### src/rtl/burst_pkg.sv
package burst_pkg;
  localparam int BEAT_W = 2;
  typedef logic [BEAT_W-1:0] beat_t;

  // low address bits for a given start offset, count and order
  function automatic beat_t beat_low(beat_t start, beat_t cnt, logic interleave);
    beat_t sum;
    sum = beat_t'(start + cnt);
    return interleave ? (start ^ cnt) : sum;
  endfunction
endpackage

### src/rtl/burst_load_ctrl.sv
module burst_load_ctrl (
  input  logic clk,
  input  logic rst_n,
  input  logic proc_strobe_n,
  input  logic ctrl_strobe_n,
  input  logic proc_gate,
  output logic proc_load,
  output logic ctrl_load,
  output logic load_evt
);
  logic proc_req;
  logic ctrl_req;

  assign proc_req  = !proc_strobe_n && !proc_gate;
  assign ctrl_req  = !ctrl_strobe_n;
  // processor side wins when both request on one edge
  assign proc_load = proc_req;
  assign ctrl_load = ctrl_req && !proc_req;
  assign load_evt  = proc_load || ctrl_load;

  // never two load sources at once
  a_r10_single_src: assert property (@(posedge clk) disable iff (!rst_n)
    $onehot0({proc_load, ctrl_load}));
  // a gated processor strobe alone never loads
  a_r4_gate_no_load: assert property (@(posedge clk) disable iff (!rst_n)
    (proc_gate && ctrl_strobe_n) |-> !load_evt);
endmodule

### src/rtl/burst_counter.sv
module burst_counter
  import burst_pkg::*;
(
  input  logic  clk,
  input  logic  rst_n,
  input  logic  load,
  input  logic  adv,
  output beat_t count
);
  always_ff @(posedge clk or negedge rst_n) begin
    if (!rst_n)    count <= '0;
    else if (load) count <= '0;
    else if (adv)  count <= beat_t'(count + 1'b1);
  end

  // a load clears the count even when advance is active
  a_r9_load_zero: assert property (@(posedge clk) disable iff (!rst_n)
    load |=> (count == '0));
  // advance steps the count by one and wraps
  a_r5_step: assert property (@(posedge clk) disable iff (!rst_n)
    (!load && adv) |=> (count == beat_t'($past(count) + 1'b1)));
  // no advance means the count holds
  a_r5_hold: assert property (@(posedge clk) disable iff (!rst_n)
    (!load && !adv) |=> $stable(count));
endmodule

### src/rtl/burst_addr_gen.sv
module burst_addr_gen
  import burst_pkg::*;
#(
  parameter int ADDR_W = 18
) (
  input  logic              clk,
  input  logic              rst_n,
  input  logic              proc_strobe_n,
  input  logic              ctrl_strobe_n,
  input  logic              proc_gate,
  input  logic              adv_n,
  input  logic              order_sel,
  input  logic [ADDR_W-1:0] addr_in,
  output logic [ADDR_W-1:0] addr_out,
  output logic [1:0]        beat_idx
);
  localparam int HI_W = ADDR_W - BEAT_W;

  logic            proc_load;
  logic            ctrl_load;
  logic            load_evt;
  logic [HI_W-1:0] base_hi;
  beat_t           base_lo;
  logic            mode_q;
  beat_t           count;

  burst_load_ctrl u_load (
    .clk           (clk),
    .rst_n         (rst_n),
    .proc_strobe_n (proc_strobe_n),
    .ctrl_strobe_n (ctrl_strobe_n),
    .proc_gate     (proc_gate),
    .proc_load     (proc_load),
    .ctrl_load     (ctrl_load),
    .load_evt      (load_evt)
  );

  burst_counter u_cnt (
    .clk   (clk),
    .rst_n (rst_n),
    .load  (load_evt),
    .adv   (!adv_n),
    .count (count)
  );

  always_ff @(posedge clk or negedge rst_n) begin
    if (!rst_n) begin
      base_hi <= '0;
      base_lo <= '0;
      mode_q  <= 1'b1;
    end else if (load_evt) begin
      base_hi <= addr_in[ADDR_W-1:BEAT_W];
      base_lo <= addr_in[BEAT_W-1:0];
      mode_q  <= order_sel;
    end
  end

  assign addr_out = {base_hi, beat_low(base_lo, count, mode_q)};
  assign beat_idx = count;

  // upper bits change only through a load
  a_r8_upper_stable: assert property (@(posedge clk) disable iff (!rst_n)
    !load_evt |=> $stable(addr_out[ADDR_W-1:BEAT_W]));
  // a load presents the start address on the next cycle
  a_r2_load_addr: assert property (@(posedge clk) disable iff (!rst_n)
    load_evt |=> (addr_out == $past(addr_in)));
  // gated processor strobe with no other activity leaves the address alone
  a_r4_gate_hold: assert property (@(posedge clk) disable iff (!rst_n)
    (proc_gate && ctrl_strobe_n && adv_n) |=> $stable(addr_out));
endmodule

### config.mk
export PLATFORM = sky130hd
export DESIGN_NAME = burst_addr_gen
export DESIGN_NICKNAME = d
export VERILOG_FILES = /design/src/rtl/burst_pkg.sv /design/src/rtl/burst_load_ctrl.sv /design/src/rtl/burst_counter.sv /design/src/rtl/burst_addr_gen.sv
export SDC_FILE = /design/constraint.sdc
export NUM_CORES = 1
export LEC_CHECK = 0
export BUFFER_PORTS_ARGS = -buffer_cell sky130_fd_sc_hd__buf_4
export CAP_MARGIN = 20
export CORE_MARGIN = 2
export CORE_UTILIZATION = 45
export CTS_BUF_LIST = sky130_fd_sc_hd__clkbuf_8
export CTS_CLUSTER_DIAMETER = 60
export CTS_CLUSTER_SIZE = 8
export DETAILED_ROUTE_END_ITERATION = 10
export GPL_ROUTABILITY_DRIVEN = 0
export MAX_ROUTING_LAYER = met4
export PLACE_DENSITY_LB_ADDON = 0.15
export SYNTH_ARGS = -nofsm -noshare
export SYNTH_HDL_FRONTEND = slang
export SYNTH_SLANG_ARGS = --single-unit
### constraint.sdc
create_clock -name clk -period 1.1 [get_ports clk]
set_input_delay 0.11 -clock clk [delete_from_list [all_inputs] [get_ports clk]]
set_output_delay 0.11 -clock clk [all_outputs]
set_load 0.05 [all_outputs]
==> results of run 1 <==
## worst max-delay path by stage
stage / endpoint / cells after the start / slack, ps / start
6_report: addr_out[1] / 4 / -280 / u_cnt.count[1]$_DFFE_PN0P_
5_1_grt: addr_out[1] / 4 / -330 / u_cnt.count[0]$_DFFE_PN0P_
4_1_cts: addr_out[1] / 4 / -280 / base_lo[0]$_DFFE_PN0P_
3_5_place_dp: addr_out[1] / 4 / -40 / u_cnt.count[0]$_DFFE_PN0P_
3_3_place_gp: addr_out[1] / 4 / -20 / u_cnt.count[0]$_DFFE_PN0P_
2_1_floorplan: addr_out[1] / 3 / -210 / u_cnt.count[0]$_DFFE_PN0P_
## cells by family (layout without fill, tap and decap cells)
kind of cell             Yosys count  count (layout)
AO/OA/AOI/OAI                      1               1
flip-flops                        21              21
adder cells (fa/ha/maj)            1               1
multiplexers                      19              19
AND/OR/NAND/NOR                    5               5
XOR/XNOR                           3               3
buffers and inverters              2              54
## layout by cell type (no fill, tap or decap)
cell           netlist  routed
ha_4                 0       1
o21ai_2              1       1
buf_12               0       1
dfstp_2              1       1
nor3_1               1       1
inv_1                0       1
buf_4                0      43
nor2b_2              0       1
nor2b_1              3       1
nor2b_4              0       1
mux2_1               1       1
dlygate4sd3_1        0       1
xnor2_4              0       1
clkbuf_8             0       3
xnor2_2              0       1
dfrtp_1             20      18
dfrtp_2              0       2
buf_6                2       4
xnor2_1              3       1
buf_8                0       1
nor2_1               1       1
mux2_2              18      18
## worst reg2reg max path: cells and delay by family (launching register included)
| kind | cells | cell delay, ps |
|---|---|---|
| DFF | 1 | 430 |
| xor gates and xnor gates | 1 | 150 |
| and+or+nand+nor | 2 | 220 |
| buffers and inverters | 1 | 130 |
## layer usage
| layer | global-route usage [%] | vias to the layer above | part of all wire, % |
|---|---|---|---|
| met5 | - | - | 0 |
| met4 | 5.00 | 0 | 1.5 |
| met3 | 5.77 | 4 | 5.6 |
| met2 | 32.1 | 23 | 55 |
| met1 | 18.3 | 272 | 38 |
| li1 | - | 284 | - |
## report_power, final
group	switching (µW)	internal (µW)
sequential	45.4	851
combinational	398	296
clock	222	248
## area by class of cell
cell class                 count  area, µm²  area share (%)
sequential                    21        529            39.0
clock buffer                   3       41.3            3.04
multi-input combinational     29        338            24.9
tap                           25       31.3            2.31
timing repair buffer          50        413            30.4
clock inverter                 1       3.75           0.277
## registers in the layout, summed over array words and instances (netlist names)
register,count
u_cnt.count,2
base_hi,16
base_lo,2
mode_q,1
## through the flow
step | setup TNS (ps) | cells | hold slack [ps] | total power (µW)
2_1_floorplan | -207 | 52 | -186 | 1340
3_3_place_gp | -24.2 | 123 | 3.60 | 1560
3_5_place_dp | -44.5 | 123 | 3.35 | 1570
4_1_cts | -390 | 128 | 65.5 | 2070
5_1_grt | -608 | 129 | 77.4 | 2160
6_report | -489 | 129 | 71.5 | 2060
## what timing repair did
item,CTS,global route
hold endpoints to repair,21,0
pin swaps,1,3
setup buffers,0,1
endpoints found under the setup margin,3,5
gates resized for setup,4,4
hold buffers,1,0
==> run metrics, run 1 <==
Hold EP=base_hi[2]$_DFFE_PN0P_; # IOs=45; Slew Limit Headroom=between 80% and 90%; startpoint types=flop; slowest stage delay, CP=~420 ps; LEAKAGE=between 0.0006 and 0.0007 µW; Reg2Reg Depth=4; clock-pin slew on the worst setup and hold paths=roughly 70 ps; Slew Limit Fails=0; die width=between 40 and 50 µm; Post-Syn Area=approximately 840 µm²; Crit. End Element=primary output; Final #Nets=roughly 130; via count=583; Synth Flop Type=dfrtp_1; grt total ovfl=0; Synth Area in Compound Gates=under 10%; RSZ-0062 raised after global routing=yes; Pre-antenna DRT Iters=2; Yosys top cell by area=dfrtp_1; max_cap viols=0; Hold Vio Cnt, Final=0; ANT nets after route=0; Hold Crit Depth=2; fraction of layout cells with a size suffix above 1=approximately 76%; via-per-instance ratio=between 4 and 5; reg-to-reg critical path startpoint=u_cnt.count[0]$_DFFE_PN0P_; largest family of logic cells by synthesized area=multiplexers; Final Util=between 70% and 80%; Post-Synth Simple-Gate Area=3.28%; crit path DAT=between 1000 and 1500 ps; gr usage total=between 10% and 20%; Finished Cell Area=between 0.001 and 0.0015 mm²; Clk Latency, worst-skew pair=around 250 ps; EDFF count, synth=0; Fillers=122; TritonCTS buffer count=3; Initial Utilization=just under 50%; H-Tree Depth=1; setup violators final=3; CORE AREA=roughly 0.0017 mm²; die area=roughly 0.0022 mm²; crit-path leading delay family=flip-flops; largest net degree at the start of global routing=22; CTS root buffer=clkbuf_8; status=finished, violations left; Sinks on Clock Net=21; wire per inst=12.8 µm; hold_sp=addr_in[4]; dpl cell area=between 0.001 and 0.0015 mm²; row count=15; slowest CP cell=dfrtp_2; CP max FO=2; post-synthesis sequential area ratio=62.8%; Yosys warnings=0; Syn-to-layout area delta=61.8%; Post-synth top cells=dfrtp_1 (20), mux2_2 (18), nor2b_1 (3), xnor2_1 (3), buf_6 (2); Post-Syn Area per Cell=16.1 µm²; vias in the first global route=595; Die Ht=between 40 and 50 µm; Fmax=a little over 700 MHz; critical-path cell list=xnor2_2 > buf_4 > xnor2_4 > buf_6; ys async rst share=100%; P per Cell Area=1520 mW/mm²; flops & latches, synth=21; Mapped Cells=between 50 and 60; CP Class=reg -> out; Worst Max-Slew Pin Slew=249 ps; mux cell area share after synthesis=around a quarter; count leader, synth=dfrtp_1; first-pass GRT wire length=about 2500 µm; Synth Area in XOR/XNOR=under 10%; # DRC=0; period utilisation layout=126%; clk buf depth=2; Setup Skew=just over 0.04 ps; dominant cells by area after synthesis=dfrtp_1 (60%), mux2_2 (24%), dfstp_2 (3.1%); post-synth top area share=59.7%; Hold WC Path Type=in -> reg; adder-cell share of the synthesized area=under 10%; Tmin final=approximately 1400 ps; I/O Buffers=44; Reg2Reg Setup Slack=60 ps; reg2reg end=u_cnt.count[1]$_DFFE_PN0P_; TritonCTS clock tree=yes; initial antenna violation count=0; failing checks=negative setup slack; net count after synthesis=78; post-route setup slack=-285 ps; Routed WL=~1700 µm; Critical path buffers and inverters=2; 1st-iter DRT viols=1; VDD IR max=1170 µV; WP data required=990 ps; unique cell type count in the Yosys netlist=11; pre-CTS setup slack=-44.5 ps; ANT cells=0
(Power assumes the default switching activity.)
==> run 2, diff against run 1 <==
--- a/config.mk
+++ b/config.mk
@@ -5,7 +5,7 @@
 export SDC_FILE = /design/constraint.sdc
 export NUM_CORES = 1
 export LEC_CHECK = 0
-export BUFFER_PORTS_ARGS = -buffer_cell sky130_fd_sc_hd__buf_4
+export BUFFER_PORTS_ARGS = -buffer_cell sky130_fd_sc_hd__buf_2
 export CAP_MARGIN = 20
 export CORE_MARGIN = 2
 export CORE_UTILIZATION = 45
==> run metrics, run 2 (synthesis results as in run 1) <==
die area=0.00222 mm²; Hold Vio Cnt, Final=0; CORE AREA=between 0.0015 and 0.002 mm²; ANT cells=0; 1st-iter DRT viols=4; gr usage total=between 10% and 20%; Fillers=about 130; Worst Max-Slew Pin Slew=~460 ps; Hold Crit Depth=2; status=finished, violations left; P per Cell Area=1610 mW/mm²; WP data required=990 ps; Detailed Place HPWL=1200 µm; reg-to-reg critical path startpoint=u_cnt.count[0]$_DFFE_PN0P_; crit path DAT=~1300 ps; # IOs=45; Finished Cell Area=~0.0012 mm²; Setup Skew=0.0583 ps; commonest non-fill, non-tap cell in the layout=buf_2; post-CTS setup buffers=0; TritonCTS buffer count=3; Reg2Reg Depth=4; Tmin final=~1400 ps; LEAKAGE=0.000593 µW; via count=587; Hold WC Path Type=in -> reg; Crit. End Element=primary output; clock-pin slew on the worst setup and hold paths=80 ps; critical-path cell list=ha_4 > nor2b_4 > xnor2_4 > buf_6; ANT nets after route=0; initial antenna violation count=0; Initial Utilization=roughly half; failing checks=negative setup slack; met3 Usage GRT=about 3.8%; fraction of layout cells with a size suffix above 1=75.7%; Syn-to-layout area delta=49.1%; Die Ht=between 40 and 50 µm; M1 GR Usage=a little under a fifth; setup violators final=2; Slew Limit Fails=0; CP Class=reg -> out; RSZ-0062 raised after global routing=yes; startpoint types=flop; pre-CTS setup slack=-97.6 ps; max_cap viols=0; via-per-instance ratio=between 4 and 5; biggest regs=base_hi (16), base_lo (2), u_cnt.count (2); Fmax=734 MHz; Sinks on Clock Net=21; GR Layer Usage met2=26.8%; CTS root buffer=clkbuf_8; row count=15; grt total ovfl=0; Slew Limit Headroom=between 60% and 70%; I/O Buffers=between 40 and 50; VDD IR max=about 1100 µV; first-pass GRT wire length=between 2000 and 2500 µm; vias in the first global route=547; TritonCTS clock tree=yes; slowest CP cell=dfrtp_2; Clk Latency, worst-skew pair=approximately 250 ps; Final Non-Filler Cells=~130; period utilisation layout=124%; CP max FO=2; dpl cell area=0.00115 mm²; # DRC=0; max reg flops=16; clk buf depth=2; slowest stage delay, CP=roughly 420 ps; reg2reg end=u_cnt.count[1]$_DFFE_PN0P_; dpl cells=between 100 and 150; largest register by flop count=base_hi; wire per inst=12.6 µm; largest net degree at the start of global routing=22; Hold EP=base_hi[2]$_DFFE_PN0P_; post-route setup slack=-263 ps; hold_sp=addr_in[4]; die width=47.2 µm; H-Tree Depth=1; Final #Nets=130; highest-count cells in the layout ignoring fill and taps=buf_2 (40), mux2_2 (18), dfrtp_1 (18); GRT busiest layer=met2; Routed WL=1610 µm; Pre-antenna DRT Iters=2; Reg2Reg Setup Slack=50 ps
## run 2: cell count changes in the layout (fill, tap and decap cells not counted), sizes merged
cell | before | now
buf | 49 | 48
inv | 1 | 0
clkinv | 0 | 1
## run 2: worst max path at each step
stage,start,end,slack [ps],depth (start not counted)
after CTS,u_cnt.count[1]$_DFFE_PN0P_,addr_out[1],-280,4
after detailed placement,u_cnt.count[0]$_DFFE_PN0P_,addr_out[1],-100,4
final,u_cnt.count[0]$_DFFE_PN0P_,addr_out[1],-260,4
after global placement,u_cnt.count[0]$_DFFE_PN0P_,addr_out[1],-90,4
after global routing,base_lo[0]$_DFFE_PN0P_,addr_out[1],-310,4
after floorplan,u_cnt.count[0]$_DFFE_PN0P_,addr_out[1],-210,3
## run 2: power by group
| group | switching (µW) | internal, µW |
|---|---|---|
| combinational | 395 | 230 |
| clock | 241 | 252 |
| sequential | 45.9 | 850 |
| total | 682 | 1330 |
## run 2: layer usage
metal	share of wire (%)	vias up
met5	0	-
met4	0	0
met3	4.3	0
met2	53	20
met1	43	286
li1	-	281
## run 2: worst max-delay path: cells and delay by family, from the launching register on
family                   cells  cell delay (ps)
XOR/XNOR                     1              120
AND/OR/NAND/NOR              1              130
adder cells (fa/ha/maj)      1              160
flip-flops                   1              420
buffers and inverters        1              170
## run 2: layout make-up
type	instances	area [µm²]	share of cell area (%)
clock buffer	3	41.3	3.30
clock inverter	1	5.00	0.400
multi-input combinational	29	347	27.7
sequential	21	529	42.3
tap	25	31.3	2.50
timing repair buffer	49	297	23.7
## run 2: per-stage QoR
step	hold slack (ps)	setup TNS, ps	power, µW	util, %
global placement	83.8	-85.8	1480	65.7
detailed placement	84.8	-97.6	1490	65.7
finish	64.9	-357	2010	71.6
floorplan	-186	-207	1340	-
CTS	61.7	-373	2020	70.3
global route	61.1	-452	2090	71.6
## run 2: what timing repair did
action                                 in CTS  in global routing
pin swaps                                   3                  1
endpoints found under the hold margin      20                  0
setup endpoints to repair                   4                  4
hold buffers                                1                  0
gates resized for setup                     8                  5
